===== config.mk =====
export PLATFORM = sky130hd
export DESIGN_NAME = mp_addr_seq
export DESIGN_NICKNAME = d
export VERILOG_FILES = /design/src/rtl/mp_seq_pkg.sv /design/src/rtl/mp_req_check.sv /design/src/rtl/mp_addr_step.sv /design/src/rtl/mp_addr_seq.sv
export SDC_FILE = /design/constraint.sdc
export NUM_CORES = 1
export LEC_CHECK = 0
export BUFFER_PORTS_ARGS = -buffer_cell sky130_fd_sc_hd__buf_2
export CORE_UTILIZATION = 40
export DETAILED_ROUTE_END_ITERATION = 7
export SLEW_MARGIN = 0
export SYNTH_ARGS = -nofsm -noshare
export SYNTH_HDL_FRONTEND = slang
export SYNTH_SLANG_ARGS = --single-unit

===== constraint.sdc =====
create_clock -name clk -period 4.2 [get_ports clk]
set_input_delay 0.21 -clock clk [delete_from_list [all_inputs] [get_ports clk]]
set_output_delay 0.21 -clock clk [all_outputs]
set_load 0.01 [all_outputs]

===== src/rtl/mp_seq_pkg.sv =====
package mp_seq_pkg;
  typedef enum logic {ST_IDLE, ST_RUN} seq_state_e;

  function automatic logic [2:0] plane_count(input logic [1:0] sel);
    case (sel)
      2'd0:    plane_count = 3'd1;
      2'd1:    plane_count = 3'd2;
      2'd2:    plane_count = 3'd4;
      default: plane_count = 3'd0;
    endcase
  endfunction
endpackage


===== src/rtl/mp_req_check.sv =====
module mp_req_check
  import mp_seq_pkg::*;
#(
  parameter int BLK_W = 10,
  parameter int PG_W  = 6,
  parameter int CNT_W = 8
) (
  input  logic [BLK_W-1:0] blk,
  input  logic [PG_W-1:0]  pg,
  input  logic [CNT_W-1:0] cnt,
  input  logic [1:0]       psel,
  output logic             ok
);
  localparam int SW = CNT_W + PG_W + 1;
  localparam logic [SW-1:0] PG_LIMIT = SW'(1) << PG_W;

  logic [2:0]    np;
  logic [1:0]    low_mask;
  logic [SW-1:0] span;
  logic          sel_ok, cnt_ok, align_ok, span_ok;

  always_comb begin
    np       = plane_count(psel);
    low_mask = 2'(np - 3'd1);
    span     = SW'(pg) + SW'(cnt >> psel);
    sel_ok   = (psel != 2'd3);
    cnt_ok   = (cnt != '0) && ((cnt[1:0] & low_mask) == 2'd0);
    align_ok = ((blk[1:0] & low_mask) == 2'd0);
    span_ok  = (span <= PG_LIMIT);
    ok       = sel_ok && cnt_ok && align_ok && span_ok;
  end
endmodule


===== src/rtl/mp_addr_step.sv =====
module mp_addr_step
  import mp_seq_pkg::*;
#(
  parameter int BLK_W = 10,
  parameter int PG_W  = 6,
  parameter int CNT_W = 8
) (
  input  logic             clk,
  input  logic             rst,
  input  logic             load,
  input  logic             adv,
  input  logic [BLK_W-1:0] blk_in,
  input  logic [PG_W-1:0]  pg_in,
  input  logic [CNT_W-1:0] cnt_in,
  input  logic [1:0]       psel_in,
  output logic [BLK_W-1:0] cur_blk,
  output logic [PG_W-1:0]  cur_pg,
  output logic             last
);
  logic [BLK_W-1:0] base_blk;
  logic [CNT_W-1:0] remaining;
  logic [1:0]       plane_idx;
  logic [1:0]       psel_q;
  logic [1:0]       last_idx;
  logic             sweep_end;

  always_comb begin
    last_idx  = 2'(plane_count(psel_q) - 3'd1);
    sweep_end = (plane_idx == last_idx);
    last      = (remaining == CNT_W'(1));
  end

  always_ff @(posedge clk) begin
    if (rst) begin
      base_blk  <= '0;
      cur_blk   <= '0;
      cur_pg    <= '0;
      remaining <= '0;
      plane_idx <= '0;
      psel_q    <= '0;
    end else if (load) begin
      base_blk  <= blk_in;
      cur_blk   <= blk_in;
      cur_pg    <= pg_in;
      remaining <= cnt_in;
      plane_idx <= '0;
      psel_q    <= psel_in;
    end else if (adv) begin
      remaining <= remaining - CNT_W'(1);
      if (sweep_end) begin
        plane_idx <= '0;
        cur_blk   <= base_blk;
        cur_pg    <= cur_pg + PG_W'(1);
      end else begin
        plane_idx <= plane_idx + 2'd1;
        cur_blk   <= cur_blk + BLK_W'(1);
      end
    end
  end


  in_sweep_step_chk: assert property (@(posedge clk) disable iff (rst)
    (adv && !load && !sweep_end) |=> (cur_pg == $past(cur_pg)) &&
                                     (cur_blk == BLK_W'($past(cur_blk) + BLK_W'(1))));

  sweep_wrap_chk: assert property (@(posedge clk) disable iff (rst)
    (adv && !load && sweep_end) |=> (cur_blk == base_blk) &&
                                    (cur_pg == PG_W'($past(cur_pg) + PG_W'(1))));
endmodule


===== src/rtl/mp_addr_seq.sv =====
module mp_addr_seq
  import mp_seq_pkg::*;
#(
  parameter int BLK_W = 10,
  parameter int PG_W  = 6,
  parameter int CNT_W = 8
) (
  input  logic             clk,
  input  logic             rst,
  input  logic             start,
  input  logic [BLK_W-1:0] start_blk,
  input  logic [PG_W-1:0]  start_pg,
  input  logic [CNT_W-1:0] page_cnt,
  input  logic [1:0]       plane_sel,
  input  logic             addr_ready,
  output logic             addr_valid,
  output logic [BLK_W-1:0] addr_blk,
  output logic [PG_W-1:0]  addr_pg,
  output logic             busy,
  output logic             done,
  output logic             err
);
  seq_state_e state;
  logic req_ok, load, take, last;

  mp_req_check #(.BLK_W(BLK_W), .PG_W(PG_W), .CNT_W(CNT_W)) u_check (
    .blk(start_blk), .pg(start_pg), .cnt(page_cnt), .psel(plane_sel), .ok(req_ok)
  );

  always_comb begin
    load = start && (state == ST_IDLE) && req_ok;
    take = addr_valid && addr_ready;
  end

  mp_addr_step #(.BLK_W(BLK_W), .PG_W(PG_W), .CNT_W(CNT_W)) u_step (
    .clk(clk), .rst(rst), .load(load), .adv(take),
    .blk_in(start_blk), .pg_in(start_pg), .cnt_in(page_cnt), .psel_in(plane_sel),
    .cur_blk(addr_blk), .cur_pg(addr_pg), .last(last)
  );

  always_ff @(posedge clk) begin
    if (rst) begin
      state      <= ST_IDLE;
      addr_valid <= 1'b0;
      done       <= 1'b0;
      err        <= 1'b0;
    end else begin
      done <= 1'b0;
      err  <= start && (state == ST_IDLE) && !req_ok;
      if (load) begin
        state      <= ST_RUN;
        addr_valid <= 1'b1;
      end else if (take && last) begin
        state      <= ST_IDLE;
        addr_valid <= 1'b0;
        done       <= 1'b1;
      end
    end
  end

  assign busy = (state == ST_RUN);


  hold_addr_chk: assert property (@(posedge clk) disable iff (rst)
    (addr_valid && !addr_ready) |=> addr_valid && $stable(addr_blk) && $stable(addr_pg));

  done_pulse_chk: assert property (@(posedge clk) disable iff (rst)
    done |=> !done);

  done_idle_chk: assert property (@(posedge clk) disable iff (rst)
    done |-> !addr_valid && !busy);

  err_no_addr_chk: assert property (@(posedge clk) disable iff (rst)
    err |-> !addr_valid && !busy && !done);

  err_pulse_chk: assert property (@(posedge clk) disable iff (rst)
    (err && !$past(start)) |-> 1'b0);
endmodule


# == Word level (Yosys, flattened, before mapping) ==
# Index checks and enable logic that the tools add are counted.
# W data, S select, Z words.
# totals
ff_bits,41
inputBits,30
out_inout_bits,20
wordCells,62
# op_classes
n_reduce_logical,20
bitwise_logic,3
n_mux,14
eq_ne,7
n_shift,1
magnitude_cmp,1
add_sub_neg,7
# op_table
cell,n
$mux W10,3
$mux W6,3
$mux W8,2
$add A6 B15 Y15,1
$le A15 B7 Y1 const B,1
$shr A8 B2 Y15,1
$pmux W2 S3,2
$add A10 B1 Y10 const B,1
$logic_and A1 B1 Y1,9
$eq A8 B1 Y1 const B,1
$logic_not A2 Y1,4
$reduce_bool A8 Y1,1
$sub A8 B1 Y8 const B,1
$add A6 B1 Y6 const B,1
$reduce_bool A2 Y1,3
$and A2 B2 Y2,2
$eq A2 B1 Y1 const B,2
$eq A2 B2 Y1 const B,2
$sub A2 B1 Y2 const B,2
$mux W1,3
$add A2 B1 Y2 const B,1
$eq A2 B2 Y1,1
$mux W2,1
$ne A2 B2 Y1 const B,1
other kinds (4),4

# == Logic depth before layout (Yosys ltp) ==
# Gate-level depths: netlist of run 1.
# logic_depth
ltp_word,12
depth_mapped,14
depth_no_buf,11

# == Modules after synthesis ==
# From an unflattened synthesis of run 1, not the netlist that was laid out.
# hier_totals
hier_cells,309
hier_area_um2,2578.7
# by_module_without_submodules
module,n_inst,seq_area_each_um2,area_per_inst_um2,cells_each
mp_addr_step,1,760.7,1991.9,237
mp_req_check,1,0.0,471.7,61
mp_addr_seq,1,60.1,115.1,11

# == Worst setup path before layout of run 1 ==
# No wires, ideal clock.
# synth_timing
kind,input to register
start,input port plane_sel[0]
end,register u_step.cur_blk[1]
t_arrival_ns,3.321
setup_ns,0.122
slack_ns,0.757
required_time_ns,4.078
n_path_buf,2
stages,12
path_cell_list,buf_1 mux4_2 ha_1 fa_1 a21o_1 a221oi_1 nand4_1 a211oi_2 and2_1 buf_6 nor2_1 a311o_1
# synth_between
elab_chain_cells,11
elab_cells_between_ends,20
classes_between,2 x add/sub; 1 x order compare; 3 x eq/ne; 1 x shift; 2 x mux; 2 x bitwise; 9 x reduce/logical
# synth_lines
item,line_no,rtl
"start, declared",mp_addr_seq.sv:14,"input logic [1:0] plane_sel,"
branches (longest 8 deep; another with $add A6 B15 Y15),--,
$logic_and A1 B1 Y1 (*),mp_req_check.sv:30,ok = sel_ok && cnt_ok && align_ok && span_ok;
$logic_and A1 B1 Y1 (*),mp_addr_seq.sv:31,load = start && (state == ST_IDLE) && req_ok;
$mux W10 / $reduce_bool A2 Y1 (equally long branches),--,
"end signal, assigned",mp_addr_step.sv:43,cur_blk <= blk_in;
"end signal, assigned",mp_addr_step.sv:52,cur_blk <= base_blk;
"end signal, assigned",mp_addr_step.sv:56,cur_blk <= cur_blk + BLK_W'(1);
"end, declared",mp_addr_step.sv:16,"output logic [BLK_W-1:0] cur_blk,"
# Every way passes the cells marked *.
# A chain may end at the register's enable or synchronous reset.

# == Worst setup path in the final report of run 1 ==
# layout_timing
start,input port plane_sel[0]
end,register u_step.remaining[2]
# layout_between
elab_chain_cells,11
elab_cells_between_ends,20
classes_between,2 x add/sub; 1 x order compare; 3 x eq/ne; 1 x shift; 2 x mux; 2 x bitwise; 9 x reduce/logical
# layout_lines
item,line_no,rtl
branches (longest 8 deep; another with $add A6 B15 Y15),--,
$logic_and A1 B1 Y1 (*),mp_req_check.sv:30,
$logic_and A1 B1 Y1 (*),mp_addr_seq.sv:31,
$mux W8 / $reduce_bool A2 Y1 (equally long branches),--,
"end signal, assigned",mp_addr_step.sv:45,remaining <= cnt_in;
"end signal, assigned",mp_addr_step.sv:49,remaining <= remaining - CNT_W'(1);
"end, declared",mp_addr_step.sv:21,logic [CNT_W-1:0] remaining;
# Marked as above.

==> out/results.ini, run 1 <==
[outcome]
status = finished, final reports clean

[synth]
synth_area_um2 = 2580
async_reset_ff_share_pct = 0
synth_compound_area_share_pct = 26.5
netlist_instances = 323
avgSynthCellArea_um2 = 7.99
muxShareOfSynthArea_pct = 4.66
synth_top_family_by_area = compound AO/OA/AOI/OAI gates
synth_cell_types = 51
synth_seq_cells = 41
yosys.area_share.simple_pct = 24.0
ys.flop_type = dfxtp_1
ys_warn_count = 0
synth_fa_ha_area_share_pct = 5.63
synth_nets = 364
synth_xor_area_share_pct = 2.38
synth-edff-count = 0
seq_area_frac_synth_pct = 31.8

[timing]
tightest_slew_ns = 0.864
hold_viol = 0
tns_ns = 0
finClkSkew_ns = 0.00474
post-route-period-util_pct = 84.1
max_freq_mhz = 283
setup_viol = 0
fin_crit_ns = 3.53
rsz0062_at_grt = no
slew_headroom_pct = 42.3
timing.hold.ws_ns = 0.168
drv_slew = 0

[worst_setup_path]
required_ns = 4.35
r2r_setup_slack_ns = 1.94
worstSetupEndpointType = register
critPathLaunchType = input port
arrival_ns = 3.68
crit_type = input port to register
crit_path_max_fanout = 30

[clocking]
cts_tree = built
root_buffer = clkbuf_8
h-tree-depth = 2
clk_path_buf_depth = 2
clkTransAtPathRegs_ns = 0.08
cts_sinks = 41
cts-hold-fix-buffers = 0
cts_resized = 0
numCtsBuffers = 5
cts_setup_buffers = 0
clock_latency_ns = 0.29

[grt]
first_global_vias = 2227
grt_use_total_pct = 20.8
grt-ovfl-total = 0
grt_max_degree = 38
antenna_found_initial = 0
grt_pass1_wl_mm = 11.0

[drt]
wl_per_cell_um = 15.2
drc = 0
ant_nets = 0
wl_mm = 6.64
drt_iter0_drc = 129
routed-via-count = 2524
firstDrtPassIters = 4
vias_per_cell = 5.76

[place]
dp.final_hpwl_mm = 4.76
port_buffers = 49
dpl.cell_count = 430
routabilityCongestion = 0.937

[power]
leakage_nw = 1.14
ir_worst_vdd_uv = 156
total_power_mw = 0.962
power.density_nw_per_um2 = 327

[finish]
drive_gt1_share_pct = 19.3
final_cell_mix = buf_2, nand2_1, dfxtp_1
n_antenna_cell = 0
layout_commonest_cell = buf_2
fin_nets = 403
final-instance-count-excl-fill = 438
areaGrowthSynthToFinish_pct = 13.9

[floorplan]
row_count = 28
core-area_um2 = 6060
ioPinCount = 50
die_x_um = 82.3
floorplan.initialDensity_pct = 42.6
die-area_um2 = 6770
die_h_um = 82.3

[job]
drv_cap = 0

[hold_path]
hold_class = input port to register

-- Yosys cell counts, types with 2 or more instances --
library cell / count / area (um2)
o311ai_0: 2 / 17.5
o21ai_0: 11 / 55.1
nand2b_1: 2 / 12.5
nand2_1: 43 / 161
a22oi_1: 5 / 37.5
nor3b_1: 2 / 15.0
mux4_2: 4 / 90.1
dfxtp_1: 41 / 821
or4_1: 2 / 15.0
nor2_1: 27 / 101
a41oi_1: 3 / 26.3
a31oi_1: 10 / 62.6
nand4_1: 4 / 25.0
xnor2_1: 3 / 26.3
buf_6: 2 / 22.5
a211oi_2: 2 / 25.0
nor3_1: 10 / 50.1
buf_2: 5 / 25.0
buf_1: 4 / 15.0
nand3_1: 15 / 75.1
a2bb2oi_1: 2 / 17.5
and3_1: 6 / 37.5
ha_1: 10 / 125
inv_1: 8 / 30.0
mux2i_1: 3 / 30.0
nand3b_1: 2 / 15.0
nor4_1: 3 / 18.8
xor2_1: 4 / 35.0
a21o_1: 2 / 15.0
a211oi_1: 6 / 45.0
o211ai_1: 3 / 22.5
clkbuf_1: 8 / 30.0
o221ai_1: 7 / 61.3
and2_1: 6 / 37.5
a21oi_1: 40 / 200
-- registers in the layout, summed over array words and instances, names as in the netlist --
| name | count |
|---|---|
| u_step.psel_q | 2 |
| err | 1 |
| done | 1 |
| u_step.plane_idx | 2 |
| u_step.base_blk | 10 |
| u_step.remaining | 8 |
| u_step.cur_pg | 6 |
| busy | 1 |
| u_step.cur_blk | 10 |
-- per-stage QoR --
step                      worst slack, ns  util, %  instance area [um2]
final                               0.669     48.5                 2940
after global placement              0.493     46.9                 2840
after detailed placement            0.376     46.9                 2840
after CTS                           0.682     48.5                 2940
after global routing                0.362     48.5                 2940
after floorplan                     0.757        -                 2580
-- layer usage --
| layer | up-vias | wire length, um | track usage [%] |
|---|---|---|---|
| li1 | 1288 | - | - |
| met1 | 1183 | 3570 | 31.2 |
| met2 | 51 | 2830 | 30.9 |
| met3 | 2 | 224 | 3.85 |
| met4 | 0 | 27 | 3.68 |
| met5 | - | 0 | 0 |
-- report_power, final --
part	switching [mW]	leakage (nW)	total [mW]	internal (mW)
clock	0.144	0.0512	0.278	0.133
sequential	0.0211	0.333	0.434	0.413
combinational	0.150	0.760	0.250	0.101
-- worst max-delay path: stages --
cell,delay (ns)
buf_2,0.26
mux4_2,0.55
ha_1,0.23
fa_1,0.41
a21o_1,0.19
a221oi_1,0.36
nand4_1,0.20
a211oi_2,0.30
nand2_1,0.29
buf_4,0.36
a31oi_1,0.20
a31oi_1,0.10
-- final cells by class --
class                           instances  area, um2
Timing Repair Buffer                   52        268
Inverter                                8       30.0
Tap cell                               75       93.8
Clock buffer                            6       82.6
Sequential cell                        41        821
Multi-Input combinational cell        254       1630
Clock inverter                          2       13.8
Fill cell                             641       3120
-- cell families after synthesis --
| family | after synthesis |
|---|---|
| AOI/OAI and AO/OA | 101 |
| xor gates and xnor gates | 7 |
| buffers and inverters | 28 |
| DFF | 41 |
| adders and majority gates | 11 |
| muxes | 7 |
| and+or+nand+nor | 128 |
-- final timing paths --
kind	start	to	cells after the start
setup / recovery	plane_sel[0]	u_step.remaining[2]	12
hold reg to reg	u_step.base_blk[4]	u_step.base_blk[4]	2
hold / removal	start_blk[9]	u_step.base_blk[9]	3
setup reg to reg	u_step.plane_idx[0]	u_step.cur_pg[2]	6
Note: power is estimated with default switching activity, not from simulation.
==> run 2: changes to the inputs <==
ABC_AREA = 1   (was default)
clock period = 3.6 ns   (was 4.2 ns; I/O delays follow)
==> out/results.ini, run 2 <==
[outcome]
status = finished, final reports clean

[place]
dp.final_hpwl_mm = 5.62  ; +18%
routabilityCongestion = 0.836  ; -11%
port_buffers = 49  ; unchanged
dp_slack_ns = 0.421  ; +0.0454 ns

[drt]
wl_mm = 7.31  ; +10%
ant_nets = 0  ; unchanged
firstDrtPassIters = 4  ; unchanged
routed-via-count = 2897  ; +15%
drc = 0  ; unchanged
drt_iter0_drc = 149  ; +16%
vias_per_cell = 4.85  ; -16%
wl_per_cell_um = 12.2  ; -19%

[timing]
drv_slew = 0  ; unchanged
fin_crit_ns = 2.89
rsz0062_at_grt = no
finClkSkew_ns = 0.00833  ; +0.00359 ns
hold_viol = 0  ; unchanged
max_freq_mhz = 346
tns_ns = 0  ; unchanged
fin_ws_ns = 0.710  ; +0.0409 ns
setup_viol = 0  ; unchanged
slew_headroom_pct = 40.6  ; -1.7 points
tightest_slew_ns = 0.888  ; +0.0239 ns
post-route-period-util_pct = 80.3

[worst_setup_path]
rr_startpoint = busy
required_ns = 3.76  ; -0.59 ns
arrival_ns = 3.05  ; -0.63 ns
critPathLaunchType = input port
crit_path_max_incr_delay_ns = 0.43  ; -0.12 ns
timing.critical_path.from = plane_sel[0]
crit_type = input port to register
crit_chain = buf_2 > mux2i_1 > o221ai_1 > ha_1 > fa_1 > or2_1 > nor2_1 > nand3_1 > nor2_1 > nand2_1 > nand2_2 > nand4_4 > buf_4 > nand2_2 > o22ai_1
crit_path_max_fanout = 22  ; -27%
worstReg2RegEnd = u_step.cur_pg[5]
setup.worst_path.end = u_step.base_blk[4]
worstSetupEndpointType = register
r2r_cells = 10  ; +4
r2r_setup_slack_ns = 1.27  ; -0.67 ns
cp_slowest_cell = fa_1

[grt]
first_global_vias = 2645  ; +19%
grt_use_total_pct = 20.4  ; -0.37 points
grt_max_degree = 23  ; -39%
antenna_found_initial = 0  ; unchanged
grt-ovfl-total = 0  ; unchanged
grt_pass1_wl_mm = 12.1  ; +9.9%

[synth]
synth_top_area_share_pct = 28.6  ; -3.2 points
ys_warn_count = 0  ; unchanged
yosysMostFrequentCell = nand2_1
synth_cell_types = 38  ; -25%
muxShareOfSynthArea_pct = 0.698  ; -4.0 points
yosys.area_share.simple_pct = 36.8  ; +13 points
synth_top_family_by_area = simple AND/OR/NAND/NOR gates
synth_nets = 500  ; +37%
async_reset_ff_share_pct = 0  ; unchanged
netlist_instances = 459  ; +42%
synth-edff-count = 0  ; unchanged
synth_seq_cells = 41  ; unchanged
synth_area_um2 = 2870  ; +11%
avgSynthCellArea_um2 = 6.25  ; -22%
seq_area_frac_synth_pct = 28.6  ; -3.2 points
synth_area_leaders = dfxtp_1, nand2_1, nor2_1
synth_xor_area_share_pct = 4.88  ; +2.5 points
synth_fa_ha_area_share_pct = 5.06  ; -0.57 points
synth_top_area_cell = dfxtp_1
ys.flop_type = dfxtp_1
synth_compound_area_share_pct = 11.9  ; -15 points
ys_top_cells_by_count = nand2_1, nor2_1, inv_1, dfxtp_1, nand3_1

[power]
ir_worst_vdd_uv = 159  ; +1.9%
leakage_nw = 1.68  ; +47%
power.density_nw_per_um2 = 356  ; +8.7%

[finish]
fin_nets = 541  ; +34%
final_cell_mix = nand2_1, nor2_1, inv_1
final_util_pct = 47.3  ; -1.1 points
areaGrowthSynthToFinish_pct = 13.3
reg.largest.list = u_step.base_blk x10, u_step.cur_blk x10, u_step.remaining x8
n_antenna_cell = 0  ; unchanged
layout_commonest_cell = nand2_1
drive_gt1_share_pct = 14.8  ; -4.5 points

[floorplan]
core-area_um2 = 6870  ; +13%
ioPinCount = 50  ; unchanged
floorplan.initialDensity_pct = 41.8  ; -0.80 points
die_h_um = 86.7  ; +5.3%
row_count = 30  ; +7.1%
die-area_um2 = 7520  ; +11%
die_x_um = 86.7  ; +5.3%

[clocking]
numCtsBuffers = 5  ; unchanged
clk_path_buf_depth = 2  ; unchanged
cts_tree = built
cts-hold-fix-buffers = 0  ; unchanged
cts_resized = 0  ; unchanged
cts_sinks = 41  ; unchanged
clkTransAtPathRegs_ns = 0.08  ; about the same
root_buffer = clkbuf_8
cts_setup_buffers = 0  ; unchanged
clock_latency_ns = 0.29  ; about the same
h-tree-depth = 2  ; unchanged

[job]
drv_cap = 0  ; unchanged

[hold_path]
hold_class = input port to register

[run 2: kinds of logic after synthesis]
kind of cell	Yosys count
buffers and inverters	83
adders and majority gates	11
DFF	41
muxes	2
AOI/OAI and AO/OA	61
and+or+nand+nor	245
xor gates and xnor gates	16
[run 2: where the power goes]
group	switching (mW)	internal, mW
logic	0.210	0.118
clock network	0.165	0.156
registers	0.0254	0.482
[run 2: worst min path at each step]
stage,from,end,cells after the start
after CTS,start_blk[2],u_step.base_blk[2],3
after detailed placement,u_step.base_blk[0],u_step.base_blk[0],2
after floorplan,start_pg[0],u_step.cur_pg[0],2
after global placement,u_step.base_blk[1],u_step.base_blk[1],2
final,start_blk[9],u_step.base_blk[9],3
after global routing,start_blk[2],u_step.base_blk[2],3
[run 2: cell type report]
cell class              instances  area [um2]
clock buffers                   6        82.6
multi-input cells             335        1700
flip-flops and latches         41         821
fillers                       748        3620
repair buffers                 51         260
clock inverters                 2        13.8
well taps                      96         120
inverters                      66         250
[run 2: critical path: cells and delay by family]
| kind | cells | cell delay, ns |
|---|---|---|
| simple gates | 8 | 1.17 |
| buf+inv | 2 | 0.54 |
| compound gates | 2 | 0.22 |
| fa+ha+maj | 2 | 0.67 |
| mux | 1 | 0.25 |
[run 2: metal layers]
| metal | routed length [um] | global-route usage, % |
|---|---|---|
| met1 | 3620 | 27.6 |
| met2 | 3330 | 33.8 |
| met3 | 297 | 2.67 |
| met4 | 65 | 6.52 |
| met5 | 0 | 0 |
[run 2: per-stage QoR]
stage | cell area, um2 | cells | hold WS [ns] | total power, mW
6_report | 3250 | 597 | 0.159 | 1.16
2_1_floorplan | 2870 | 459 | 0.318 | 0.760
5_1_grt | 3250 | 597 | 0.157 | 1.24
3_3_place_gp | 3150 | 589 | 0.447 | 0.841
4_1_cts | 3250 | 597 | 0.150 | 1.17
3_5_place_dp | 3150 | 589 | 0.450 | 0.846
